$ cat src/rtl/serial_adc_pkg.sv
package serial_adc_pkg;
  localparam int CtrlWidth = 8;
  localparam int DataWidth = 8;
  localparam int SyncStages = 2;

  typedef enum logic [1:0] {
    FRM_HUNT,
    FRM_SHIFT,
    FRM_WAIT,
    FRM_HOLD
  } frm_state_e;
endpackage

$ cat src/rtl/serial_adc_sync.sv
module serial_adc_sync #(
  parameter int   STAGES  = 2,
  parameter logic RST_VAL = 1'b0
) (
  input  logic clk_i,
  input  logic rst_ni,
  input  logic d_i,
  output logic q_o
);
  generate
    if (STAGES == 0) begin : g_bypass
      assign q_o = d_i;
    end else begin : g_chain
      logic [STAGES-1:0] ff_q;
      always_ff @(posedge clk_i or negedge rst_ni) begin
        if (!rst_ni) begin
          ff_q <= {STAGES{RST_VAL}};
        end else begin
          ff_q[0] <= d_i;
          for (int i = 1; i < STAGES; i++) ff_q[i] <= ff_q[i-1];
        end
      end
      assign q_o = ff_q[STAGES-1];
    end
  endgenerate
endmodule

$ cat src/rtl/serial_adc_ctrl.sv
module serial_adc_ctrl
  import serial_adc_pkg::*;
#(
  parameter int CTRL_W = 8
) (
  input  logic              clk_i,
  input  logic              rst_ni,
  input  logic              abort_i,
  input  logic              rise_i,
  input  logic              fall_i,
  input  logic              din_i,
  input  logic              msb_out_i,
  output logic              conv_start_o,
  output logic [CTRL_W-1:0] ctrl_o
);
  localparam int CntW = (CTRL_W > 1) ? $clog2(CTRL_W) : 1;

  frm_state_e        state_q;
  logic [CntW-1:0]   cnt_q;
  logic [CTRL_W-1:0] sh_q;
  logic [CTRL_W-1:0] next_sh;

  assign next_sh      = {sh_q[CTRL_W-2:0], din_i};
  assign conv_start_o = fall_i && (state_q == FRM_WAIT);

  always_ff @(posedge clk_i or negedge rst_ni) begin
    if (!rst_ni) begin
      state_q <= FRM_HUNT;
      cnt_q   <= '0;
      sh_q    <= '0;
      ctrl_o  <= '0;
    end else if (abort_i) begin
      state_q <= FRM_HUNT;
      cnt_q   <= '0;
    end else begin
      unique case (state_q)
        FRM_HUNT: if (rise_i && din_i) begin
          sh_q    <= {{(CTRL_W-1){1'b0}}, 1'b1};
          cnt_q   <= CntW'(1);
          state_q <= FRM_SHIFT;
        end
        FRM_SHIFT: if (rise_i) begin
          sh_q <= next_sh;
          if (cnt_q == CntW'(CTRL_W - 1)) begin
            ctrl_o  <= next_sh;
            cnt_q   <= '0;
            state_q <= FRM_WAIT;
          end else begin
            cnt_q <= cnt_q + CntW'(1);
          end
        end
        FRM_WAIT: if (fall_i) state_q <= FRM_HOLD;
        // start bits are locked out until the result MSB is on the line
        FRM_HOLD: if (msb_out_i) state_q <= FRM_HUNT;
        default: state_q <= FRM_HUNT;
      endcase
    end
  end
endmodule

$ cat src/rtl/serial_adc_out.sv
module serial_adc_out #(
  parameter int DATA_W = 8
) (
  input  logic              clk_i,
  input  logic              rst_ni,
  input  logic              abort_i,
  input  logic              fall_i,
  input  logic              conv_start_i,
  input  logic [DATA_W-1:0] sample_i,
  output logic              dout_o,
  output logic              busy_o,
  output logic              msb_out_o
);
  localparam int CntW = $clog2(DATA_W + 1);

  logic [CntW-1:0]   cnt_q;
  logic [DATA_W-1:0] sh_q;

  assign msb_out_o = fall_i && busy_o && (cnt_q == CntW'(DATA_W));

  always_ff @(posedge clk_i or negedge rst_ni) begin
    if (!rst_ni) begin
      cnt_q  <= '0;
      sh_q   <= '0;
      dout_o <= 1'b0;
      busy_o <= 1'b0;
    end else if (abort_i) begin
      cnt_q  <= '0;
      dout_o <= 1'b0;
      busy_o <= 1'b0;
    end else if (conv_start_i) begin
      // a new start wins over the tail of the previous result
      sh_q   <= sample_i;
      cnt_q  <= CntW'(DATA_W);
      dout_o <= 1'b0;
      busy_o <= 1'b1;
    end else if (fall_i && busy_o) begin
      if (cnt_q != '0) begin
        dout_o <= sh_q[DATA_W-1];
        sh_q   <= {sh_q[DATA_W-2:0], 1'b0};
        cnt_q  <= cnt_q - CntW'(1);
      end else begin
        dout_o <= 1'b0;
        busy_o <= 1'b0;
      end
    end
  end
endmodule

$ cat src/rtl/serial_adc_framer.sv
module serial_adc_framer
  import serial_adc_pkg::*;
#(
  parameter int CTRL_W      = CtrlWidth,
  parameter int DATA_W      = DataWidth,
  parameter int SYNC_STAGES = SyncStages
) (
  input  logic              clk_i,
  input  logic              rst_ni,
  input  logic              cs_ni,
  input  logic              sclk_i,
  input  logic              din_i,
  input  logic [DATA_W-1:0] sample_i,
  output logic              dout_o,
  output logic              busy_o,
  output logic [CTRL_W-1:0] ctrl_o
);
  logic cs_s, sclk_s, din_s;
  logic cs_prev_q, sclk_prev_q;
  logic rise_ev, fall_ev, abort;
  logic conv_start, msb_out;

  serial_adc_sync #(.STAGES(SYNC_STAGES), .RST_VAL(1'b1)) u_sync_cs (
    .clk_i, .rst_ni, .d_i(cs_ni), .q_o(cs_s)
  );
  serial_adc_sync #(.STAGES(SYNC_STAGES), .RST_VAL(1'b0)) u_sync_sclk (
    .clk_i, .rst_ni, .d_i(sclk_i), .q_o(sclk_s)
  );
  serial_adc_sync #(.STAGES(SYNC_STAGES), .RST_VAL(1'b0)) u_sync_din (
    .clk_i, .rst_ni, .d_i(din_i), .q_o(din_s)
  );

  always_ff @(posedge clk_i or negedge rst_ni) begin
    if (!rst_ni) begin
      cs_prev_q   <= 1'b1;
      sclk_prev_q <= 1'b0;
    end else begin
      cs_prev_q   <= cs_s;
      sclk_prev_q <= sclk_s;
    end
  end

  assign rise_ev = sclk_s && !sclk_prev_q && !cs_s;
  assign fall_ev = !sclk_s && sclk_prev_q && !cs_s;
  assign abort   = cs_s && !cs_prev_q;

  serial_adc_ctrl #(.CTRL_W(CTRL_W)) u_ctrl (
    .clk_i,
    .rst_ni,
    .abort_i     (abort),
    .rise_i      (rise_ev),
    .fall_i      (fall_ev),
    .din_i       (din_s),
    .msb_out_i   (msb_out),
    .conv_start_o(conv_start),
    .ctrl_o
  );

  serial_adc_out #(.DATA_W(DATA_W)) u_out (
    .clk_i,
    .rst_ni,
    .abort_i     (abort),
    .fall_i      (fall_ev),
    .conv_start_i(conv_start),
    .sample_i,
    .dout_o,
    .busy_o,
    .msb_out_o   (msb_out)
  );
endmodule

$ cat config.mk
export PLATFORM = sky130hd
export DESIGN_NAME = serial_adc_framer
export DESIGN_NICKNAME = d
export VERILOG_FILES = /design/src/rtl/serial_adc_pkg.sv /design/src/rtl/serial_adc_sync.sv /design/src/rtl/serial_adc_ctrl.sv /design/src/rtl/serial_adc_out.sv /design/src/rtl/serial_adc_framer.sv
export SDC_FILE = /design/constraint.sdc
export NUM_CORES = 1
export LEC_CHECK = 0
export CORE_UTILIZATION = 58
export DETAILED_ROUTE_END_ITERATION = 7
export PLACE_DENSITY = 0.84
export SKIP_CTS_REPAIR_TIMING = 1
export SYNTH_ARGS = -nofsm -noshare
export SYNTH_HDL_FRONTEND = slang
export SYNTH_SLANG_ARGS = --single-unit
$ cat constraint.sdc
create_clock -name clk_i -period 5.1 [get_ports clk_i]
set_clock_uncertainty 0.2 [all_clocks]
set_input_delay 0.51 -clock clk_i [delete_from_list [all_inputs] [get_ports clk_i]]
set_output_delay 0.51 -clock clk_i [all_outputs]
set_load 0.005 [all_outputs]
-- After elaboration in Yosys (flattened, before gate mapping)
Index checks and enable logic that the tools add are counted.
- flip-flop bits (word level): 42
- input port bits: 13
- output and inout port bits: 10
- word-level logic and storage cells: 87
- $add $sub $neg: 2
- eq/ne operators: 13
- mux-type cells: 30
- bitwise logic cells: 1
- reductions and logical operators: 28
- operators with widths (operator ; number):
    $mux 8 ; 3
    $mux 4 ; 4
    $mux 7 ; 2
    $pmux 7 s2 ; 1
    $mux 2 ; 6
    $mux 3 ; 4
    $ne 3x2->1 const B ; 4
    $logic_and 1x1->1 ; 9
    $reduce_bool 3->1 ; 3
    $mux 1 ; 8
    $pmux 2 s4 ; 1
    $reduce_and 4->1 ; 2
    $ne 3x3->1 const B ; 2
    $pmux 3 s2 ; 1
    $reduce_and 3->1 ; 2
    $reduce_bool 2->1 ; 3
    $reduce_and 5->1 ; 1
    $eq 2x2->1 const B ; 2
    $eq 4x4->1 const B ; 1
    $logic_not 1->1 ; 4
    $ne 2x1->1 const B ; 2
    $reduce_and 2->1 ; 2
    $reduce_bool 4->1 ; 1
    $sub 4x1->4 const B ; 1
    other kinds (5) ; 5

-- Depth between registers and ports, before layout
Gate-level depths: netlist of the first run.
- depth in word-level cells: 8
- gate-level depth with buffers: 7
- depth with buffers taken out: 6

-- Hierarchy
From an unflattened synthesis of the first run, not the netlist that was laid out.
- cells, all modules: 189
- area, all modules: 1970.6 µm²
- modules (own cells, without submodules) (module ; times used ; cells each ; area an instance (µm²) ; sequential area each (µm²)):
    serial_adc_ctrl ; 1 ; 95 ; 974.7 ; 500.5
    serial_adc_out ; 1 ; 83 ; 770.7 ; 350.3
    serial_adc_sync (u_sync_din ...) ; 2 ; 2 ; 50.0 ; 50.0
    serial_adc_framer ; 1 ; 5 ; 72.6 ; 51.3
    serial_adc_sync (u_sync_cs) ; 1 ; 2 ; 52.6 ; 52.6

-- Worst setup path before layout of the first run
No wires, ideal clock.
- path kind: register -> register
- start point: register u_ctrl.state_q[0]
- end point: register u_ctrl.state_q[0]
- library setup time: 0.131 ns
- arrival: 1.329 ns
- data required time: 4.769 ns
- path slack: 3.441 ns
- cell stages (with the launch flop): 7
- path buffers: 0
- period minus slack after synthesis: 1.659 ns
- cells stage by stage: dfrtp_1 -> inv_1 -> ha_1 -> nor4b_1 -> a211o_1 -> and2_1 -> o211ai_1
- longest elaborated chain between the ends: 3
- elaborated cells on any way between the ends: 12
- those cells by class: eq/ne: 8; mux: 2; reduce/logical: 2
- ends and longest elaborated chain (item ; RTL line ; text):
    from (decl) ; serial_adc_ctrl.sv:18 ; frm_state_e state_q;
    from (signal assigned) ; serial_adc_ctrl.sv:28 ; state_q <= FRM_HUNT;
    from (signal assigned) ; serial_adc_ctrl.sv:33 ; state_q <= FRM_HUNT;
    from (signal assigned) ; serial_adc_ctrl.sv:40 ; state_q <= FRM_SHIFT;
    $eq 2x2->1, or another cell as far along ; serial_adc_ctrl.sv:36 ; unique case (state_q)
    $ne 3x2->1 (no line), or another cell as far along ; n/a ;
    $reduce_and 5->1 (no line) or $mux 2 (tied branches) ; n/a ;
Parallel ways exist; a longest one is shown, timed or not.
A chain may end at the register's enable or synchronous reset.

-- Final worst setup path of the first run
- start point: register u_ctrl.state_q[1]
- end point: register u_ctrl.cnt_q[0]
- longest elaborated chain between the ends: 3
- elaborated cells on any way between the ends: 8
- those cells by class: eq/ne: 3; mux: 2; reduce/logical: 3
- ends and longest elaborated chain (item ; RTL line ; text):
    $eq 2x1->1 or $logic_not 2->1 (tied branches) ; serial_adc_ctrl.sv:36 ;
    $ne 3x2->1 (no line), or another cell as far along ; n/a ;
    $reduce_and 3->1 (no line) or $mux 3 (tied branches) ; n/a ;
    to (signal assigned) ; serial_adc_ctrl.sv:39 ; cnt_q <= CntW'(1);
    to (signal assigned) ; serial_adc_ctrl.sv:49 ; cnt_q <= cnt_q + CntW'(1);
    to (decl) ; serial_adc_ctrl.sv:19 ; logic [CntW-1:0] cnt_q;
Parallel ways exist; a longest one is shown, timed or not.

==> impl_metrics.toml, run 1 <==
[synth]
synth_top_area_share_pct = 51.6
syn_inst = 178
yosysTopAreaCell = "dfrtp_1"
seq_area_frac_synth_pct = 55.7
synth_area_leaders = "dfrtp_1 52%, nand2_1 5.6%, ha_1 4.6%, mux2i_1 4.2%, dfstp_2 4.2%"
syn_area_um2 = 1890
synth_nets = 198
syn_avg_cell_area_um2 = 10.6
ys_types = 41
synth_warnings = 0
synth-seq-cells = 42

[worst_setup_path]
cp-endpoint = "u_ctrl.cnt_q[0]$_DFFE_PN0P_"
slowest_delay_ns = 0.79
crit_start = "u_ctrl.state_q[1]$_DFFE_PN0P_"
critPathCaptureType = "flip-flop"
crit_arrival_ns = 2.43
reg2regPathDepth = 5
critPathKind = "flip-flop to flip-flop"
cp_slowest_cell = "nor2b_1"
critPathMaxFanout = 20
rr_startpoint = "u_ctrl.state_q[1]$_DFFE_PN0P_"
r2r_end = "u_ctrl.cnt_q[0]$_DFFE_PN0P_"
required_ns = 5.09
reg2reg_slack_ns = 2.66
worstSetupStartpointType = "flip-flop"
timing.critical_path.cells = "inv_1 -> ha_1 -> mux2i_1 -> nor2b_1 -> o21ai_0"

[timing]
fin_crit_sh_pct = 47.9
slew_violations = 0
finalSetupTns_ns = 0
whs_ns = 0.0713
rsz0062_at_grt = "no"
final_hold_viol_count = 0
worst_pin_slew_ns = 1.00
finalCriticalPeriod_ns = 2.44
fmax_mhz = 409
setup_viol = 0
relSlewSlack_pct = 32.9

[global_routing]
busiest_layer = "met2"
grt_overflow = 0
gr-usage-met2_pct = 38.8
grt_max_degree = 43
use_met3_pct = 6.33
grt_first_pass_wirelength_mm = 5.69
use_met1_pct = 25.5
antenna_found_initial = 0
grt_pass1_vias = 1325
grt.total_usage_pct = 21.9

[clock_network]
cts_tree = "yes"
cts_htree_levels = 2
ctsLongestPathBuffers = 2
clk_latency_ns = 0.35
ctsRootBufferMaster = "clkbuf_4"
cts_buffers = 5
clock-sinks = 42
clk_pin_slew_worst_paths_ns = 0.13

[flow_run]
maxCapViolations = 0

[routing]
drt-initial-drc-count = 48
wl_mm = 3.27
antenna_left = 0
routed_via_density = 5.45
firstDrtPassIters = 4
remaining_drc_errors = 0
wl_per_cell_um = 13.4
num_vias = 1335

[power_and_ir_drop]
p_int_uw = 583
sw_frac_of_total_pct = 28.7
p_per_area_nw_per_um2 = 370
netSwitchingPower_uw = 234
p_leak_nw = 0.926
p_seq_share_pct = 52.4
power_uw = 818
peakVddDrop_mv = 0.240
power.share.clock_pct = 27.0
p_comb_share_pct = 20.6

[final_layout]
final_cell_mix = "39 x dfrtp_1, 28 x nand2_1, 21 x clkdlybuf4s50_1"
fillerInstances = 238
final-instance-count-excl-fill = 245
antenna_cells = 0
final_common_cell = "dfrtp_1"
nets = 220
drive_gt1_share_pct = 9.45
area_growth_pct = 16.6

[placement]
place_hpwl_mm = 2.36
place.gp.congestion = 0.825
numPortBuffers = 22
dp.cells = 237

[floorplanning]
ios = 23
rows = 20
die_h_um = 59.1
start_util_pct = 61.5
dieWidth_um = 59.1
die_area_um2 = 3500
coreArea_um2 = 3080

[worst_hold_path]
min_path_type = "input pin to async pin"

[status]
status = "finished, final reports clean"
[flip-flops by register name (all words and copies together) (netlist names)]
signal and flops:
u_out.busy_o 1, u_ctrl.cnt_q 3, u_ctrl.ctrl_o 8, u_sync_sclk.g_chain.ff_q 2
u_out.cnt_q 4, u_out.sh_q 8, cs_prev_q 1, u_sync_din.g_chain.ff_q 2
u_ctrl.state_q 2, u_sync_cs.g_chain.ff_q 2, sclk_prev_q 1, u_ctrl.sh_q 7
u_out.dout_o 1
[cell type report]
cell class / instances / area, µm² / area share [%]
Sequential cell: 42 / 1050 / 47.8
Multi-Input combinational cell: 117 / 752 / 34.1
Timing Repair Buffer: 22 / 215 / 9.75
Clock buffer: 7 / 55.1 / 2.49
Tap cell: 44 / 55.1 / 2.49
Inverter: 12 / 45.0 / 2.04
Clock inverter: 1 / 30.0 / 1.36
[worst max-delay path, delay by kind of cell, from the launching register on]
family | cells | cell delay, ns
compound gates | 1 | 0.22
mux | 1 | 0.13
simple gates | 1 | 0.79
buf+inv | 1 | 0.10
flops | 1 | 0.44
fa+ha+maj | 1 | 0.40
[cell families after synthesis]
group / count (synthesis) / share of synthesized area, %
compound gates: 38 / 11.8
xor+xnor: 1 / 0.463
fa+ha+maj: 7 / 4.63
buf+inv: 19 / 4.56
flops: 42 / 55.7
mux: 9 / 4.82
simple gates: 62 / 18.0
[how the worst min path moves through the flow]
stage / from / end / slack (ns) / cells past startpoint
detailed placement: u_sync_din.g_chain.ff_q[0]$_DFF_PN0_ / u_sync_din.g_chain.ff_q[1]$_DFF_PN0_ / 0.14 / 0
global placement: u_sync_sclk.g_chain.ff_q[0]$_DFF_PN0_ / u_sync_sclk.g_chain.ff_q[1]$_DFF_PN0_ / 0.14 / 0
global route: rst_ni / u_ctrl.sh_q[6]$_DFFE_PN0P_ / 0.13 / 1
floorplan: rst_ni / sclk_prev_q$_DFF_PN0_ / 0.01 / 0
CTS: rst_ni / u_ctrl.ctrl_o[4]$_DFFE_PN0P_ / 0.09 / 1
finish: rst_ni / u_ctrl.cnt_q[1]$_DFFE_PN0P_ / 0.07 / 1
[routing by layer]
layer  share of wire [%]  wire length [µm]
met5                   0                 0
met4                0.31                10
met3                 3.3               109
met2                  52              1710
met1                  44              1440
[per-stage QoR]
stage               utilization, %  setup WS, ns  instance area, µm²
floorplan                        -          3.44                1890
global placement              68.9          2.80                2120
detailed placement            68.9          2.63                2120
CTS                           71.7          2.64                2210
global route                  71.7          2.33                2210
finish                        71.7          2.66                2210
[synthesized netlist by cell type, drive strengths merged]
library cell	n
a211o	1
a21boi	1
nand2	28
o21a	1
or4	1
buf	5
dfrtp	39
or2b	1
nand3	10
clkbuf	2
a22oi	1
xnor2	1
o211ai	2
and3	1
nand4	1
nor2	7
a31oi	1
nand4b	1
o21ai	27
o31ai	1
dfstp	3
inv	12
and2	2
nor2b	2
o311ai	1
nor3b	3
nor4b	1
mux2i	8
ha	7
and2b	1
or3	1
a21oi	1
nand4bb	2
a211oi	1
mux2	1
[power by group through the flow]
stage                     logic (mW)  clock network, mW  registers, mW
after global placement         0.159                  0          0.431
after floorplan                0.128                  0          0.424
after detailed placement       0.170                  0          0.435
after CTS                      0.170              0.226          0.429
after global routing           0.194              0.237          0.435
final                          0.168              0.221          0.429
(Power assumes the default switching activity.)
==> run 2, diff against run 1 <==
CORE_UTILIZATION = 49   (was 58)
PLACE_DENSITY = 0.75   (was 0.84)
clock period = 2.1 ns   (was 5.1 ns; I/O delays follow)
==> impl_metrics.toml, run 2 (same netlist as run 1, synthesis figures left out) <==
[clock_network]
ctsLongestPathBuffers = 2
ctsRootBufferMaster = "clkbuf_8"
cts_htree_levels = 2
cts_buffers = 5
clock-sinks = 42
cts_tree = "yes"
clk_latency_ns = 0.28
clk_pin_slew_worst_paths_ns = 0.07

[routing]
firstDrtPassIters = 4
num_vias = 1362
antenna_left = 0
wl_mm = 3.43
remaining_drc_errors = 0
routed_via_density = 5.34
wl_per_cell_um = 13.5
drt-initial-drc-count = 73

[timing]
worst_pin_slew_ns = 0.515
finalCriticalPeriod_ns = 1.90
final_hold_viol_count = 0
setup_viol = 0
fin_crit_sh_pct = 90.5
relSlewSlack_pct = 65.7
slew_violations = 0
rsz0062_at_grt = "no"
finalSetupTns_ns = 0
fmax_mhz = 526

[worst_setup_path]
critPathMaxFanout = 5
reg2reg_slack_ns = 0.20
crit_arrival_ns = 1.86
required_ns = 2.06
critPathCaptureType = "flip-flop"
worstSetupStartpointType = "flip-flop"
critPathKind = "flip-flop to flip-flop"

[status]
status = "finished, final reports clean"

[final_layout]
final_cell_mix = "39 x dfrtp_1, 28 x nand2_1, 21 x clkdlybuf4s50_1"
top_regs = "u_ctrl.ctrl_o: 8 flops, u_out.sh_q: 8 flops, u_ctrl.sh_q: 7 flops"
nets = 226
area_growth_pct = 19.3
final_common_cell = "dfrtp_1"
final-instance-count-excl-fill = 255
antenna_cells = 0
fin_area_um2 = 2260
drive_gt1_share_pct = 11.1
fillerInstances = 304
postLayoutCoreUtil_pct = 61.2

[floorplanning]
dieWidth_um = 64.2
die_h_um = 64.2
rows = 22
coreArea_um2 = 3690
die_area_um2 = 4120
ios = 23
start_util_pct = 51.3

[placement]
place.gp.congestion = 0.775
dpl_cell_area_um2 = 2160
dp.cells = 246
place_hpwl_mm = 2.40
numPortBuffers = 22

[power_and_ir_drop]
peakVddDrop_mv = 0.501
p_leak_nw = 0.948
p_per_area_nw_per_um2 = 874

[global_routing]
grt.total_usage_pct = 19.1
grt_first_pass_wirelength_mm = 5.99
grt_max_degree = 43
grt_overflow = 0
grt_pass1_vias = 1313
antenna_found_initial = 0

[flow_run]
maxCapViolations = 0

[worst_hold_path]
min_path_type = "input pin to flip-flop"
## run 2: cell count changes in the layout (fill, tap and decap cells not counted)
cell and change:
clkbuf_8 +4, clkbuf_4 -5, clkinvlp_4 +1, dlygate4sd3_1 +1, bufinv_16 -1, clkbuf_1 +1, buf_4 +5
## run 2: worst paths after layout
check,cells past startpoint,startpoint,to
hold / removal,1,cs_ni,u_sync_cs.g_chain.ff_q[0]$_DFF_PN1_
setup reg to reg,6,u_ctrl.state_q[0]$_DFFE_PN0P_,u_ctrl.state_q[1]$_DFFE_PN0P_
hold reg to reg,0,u_sync_sclk.g_chain.ff_q[0]$_DFF_PN0_,u_sync_sclk.g_chain.ff_q[1]$_DFF_PN0_
min in group asynchronous,3,rst_ni,u_out.dout_o$_DFFE_PN0P_
setup / recovery,6,u_ctrl.state_q[0]$_DFFE_PN0P_,u_ctrl.state_q[1]$_DFFE_PN0P_
max in group asynchronous,3,rst_ni,u_sync_cs.g_chain.ff_q[1]$_DFF_PN1_
## run 2: critical path, cell delays in order, from the launching register on
cell and delay [ns]:
dfrtp_1 0.42, inv_1 0.10, ha_1 0.27, nor4b_1 0.35, a211o_1 0.19, and2_1 0.15
o211ai_1 0.10
## run 2: final cells by class
type	instances	area, µm²	area share [%]
Sequential cell	42	1050	46.7
Multi-Input combinational cell	117	752	33.3
Timing Repair Buffer	28	263	11.6
Clock buffer	7	76.3	3.38
Tap cell	48	60.1	2.66
Inverter	12	45.0	1.99
Clock inverter	1	7.51	0.332
## run 2: metal layers
layer | up-vias | wire, µm | global-route usage, %
li1 | 665 | - | -
met1 | 664 | 1570 | 24.2
met2 | 28 | 1700 | 31.6
met3 | 5 | 117 | 4.82
met4 | 0 | 48 | 6.94
met5 | - | 0 | 0
## run 2: report_power, final
group | leakage, nW | internal [mW] | total [mW] | switching [mW]
clock network | 0.0385 | 0.235 | 0.492 | 0.257
registers | 0.535 | 0.945 | 1.05 | 0.101
logic | 0.375 | 0.203 | 0.436 | 0.233
## run 2: per-stage QoR
stage,hold slack (ns),setup WS [ns],power (mW)
2_1_floorplan,-0.286,0.441,1.34
3_3_place_gp,0.0979,0.351,1.45
3_5_place_dp,0.108,0.232,1.50
4_1_cts,-0.205,0.198,1.99
5_1_grt,0.132,0.0844,2.10
6_report,0.129,0.200,1.97
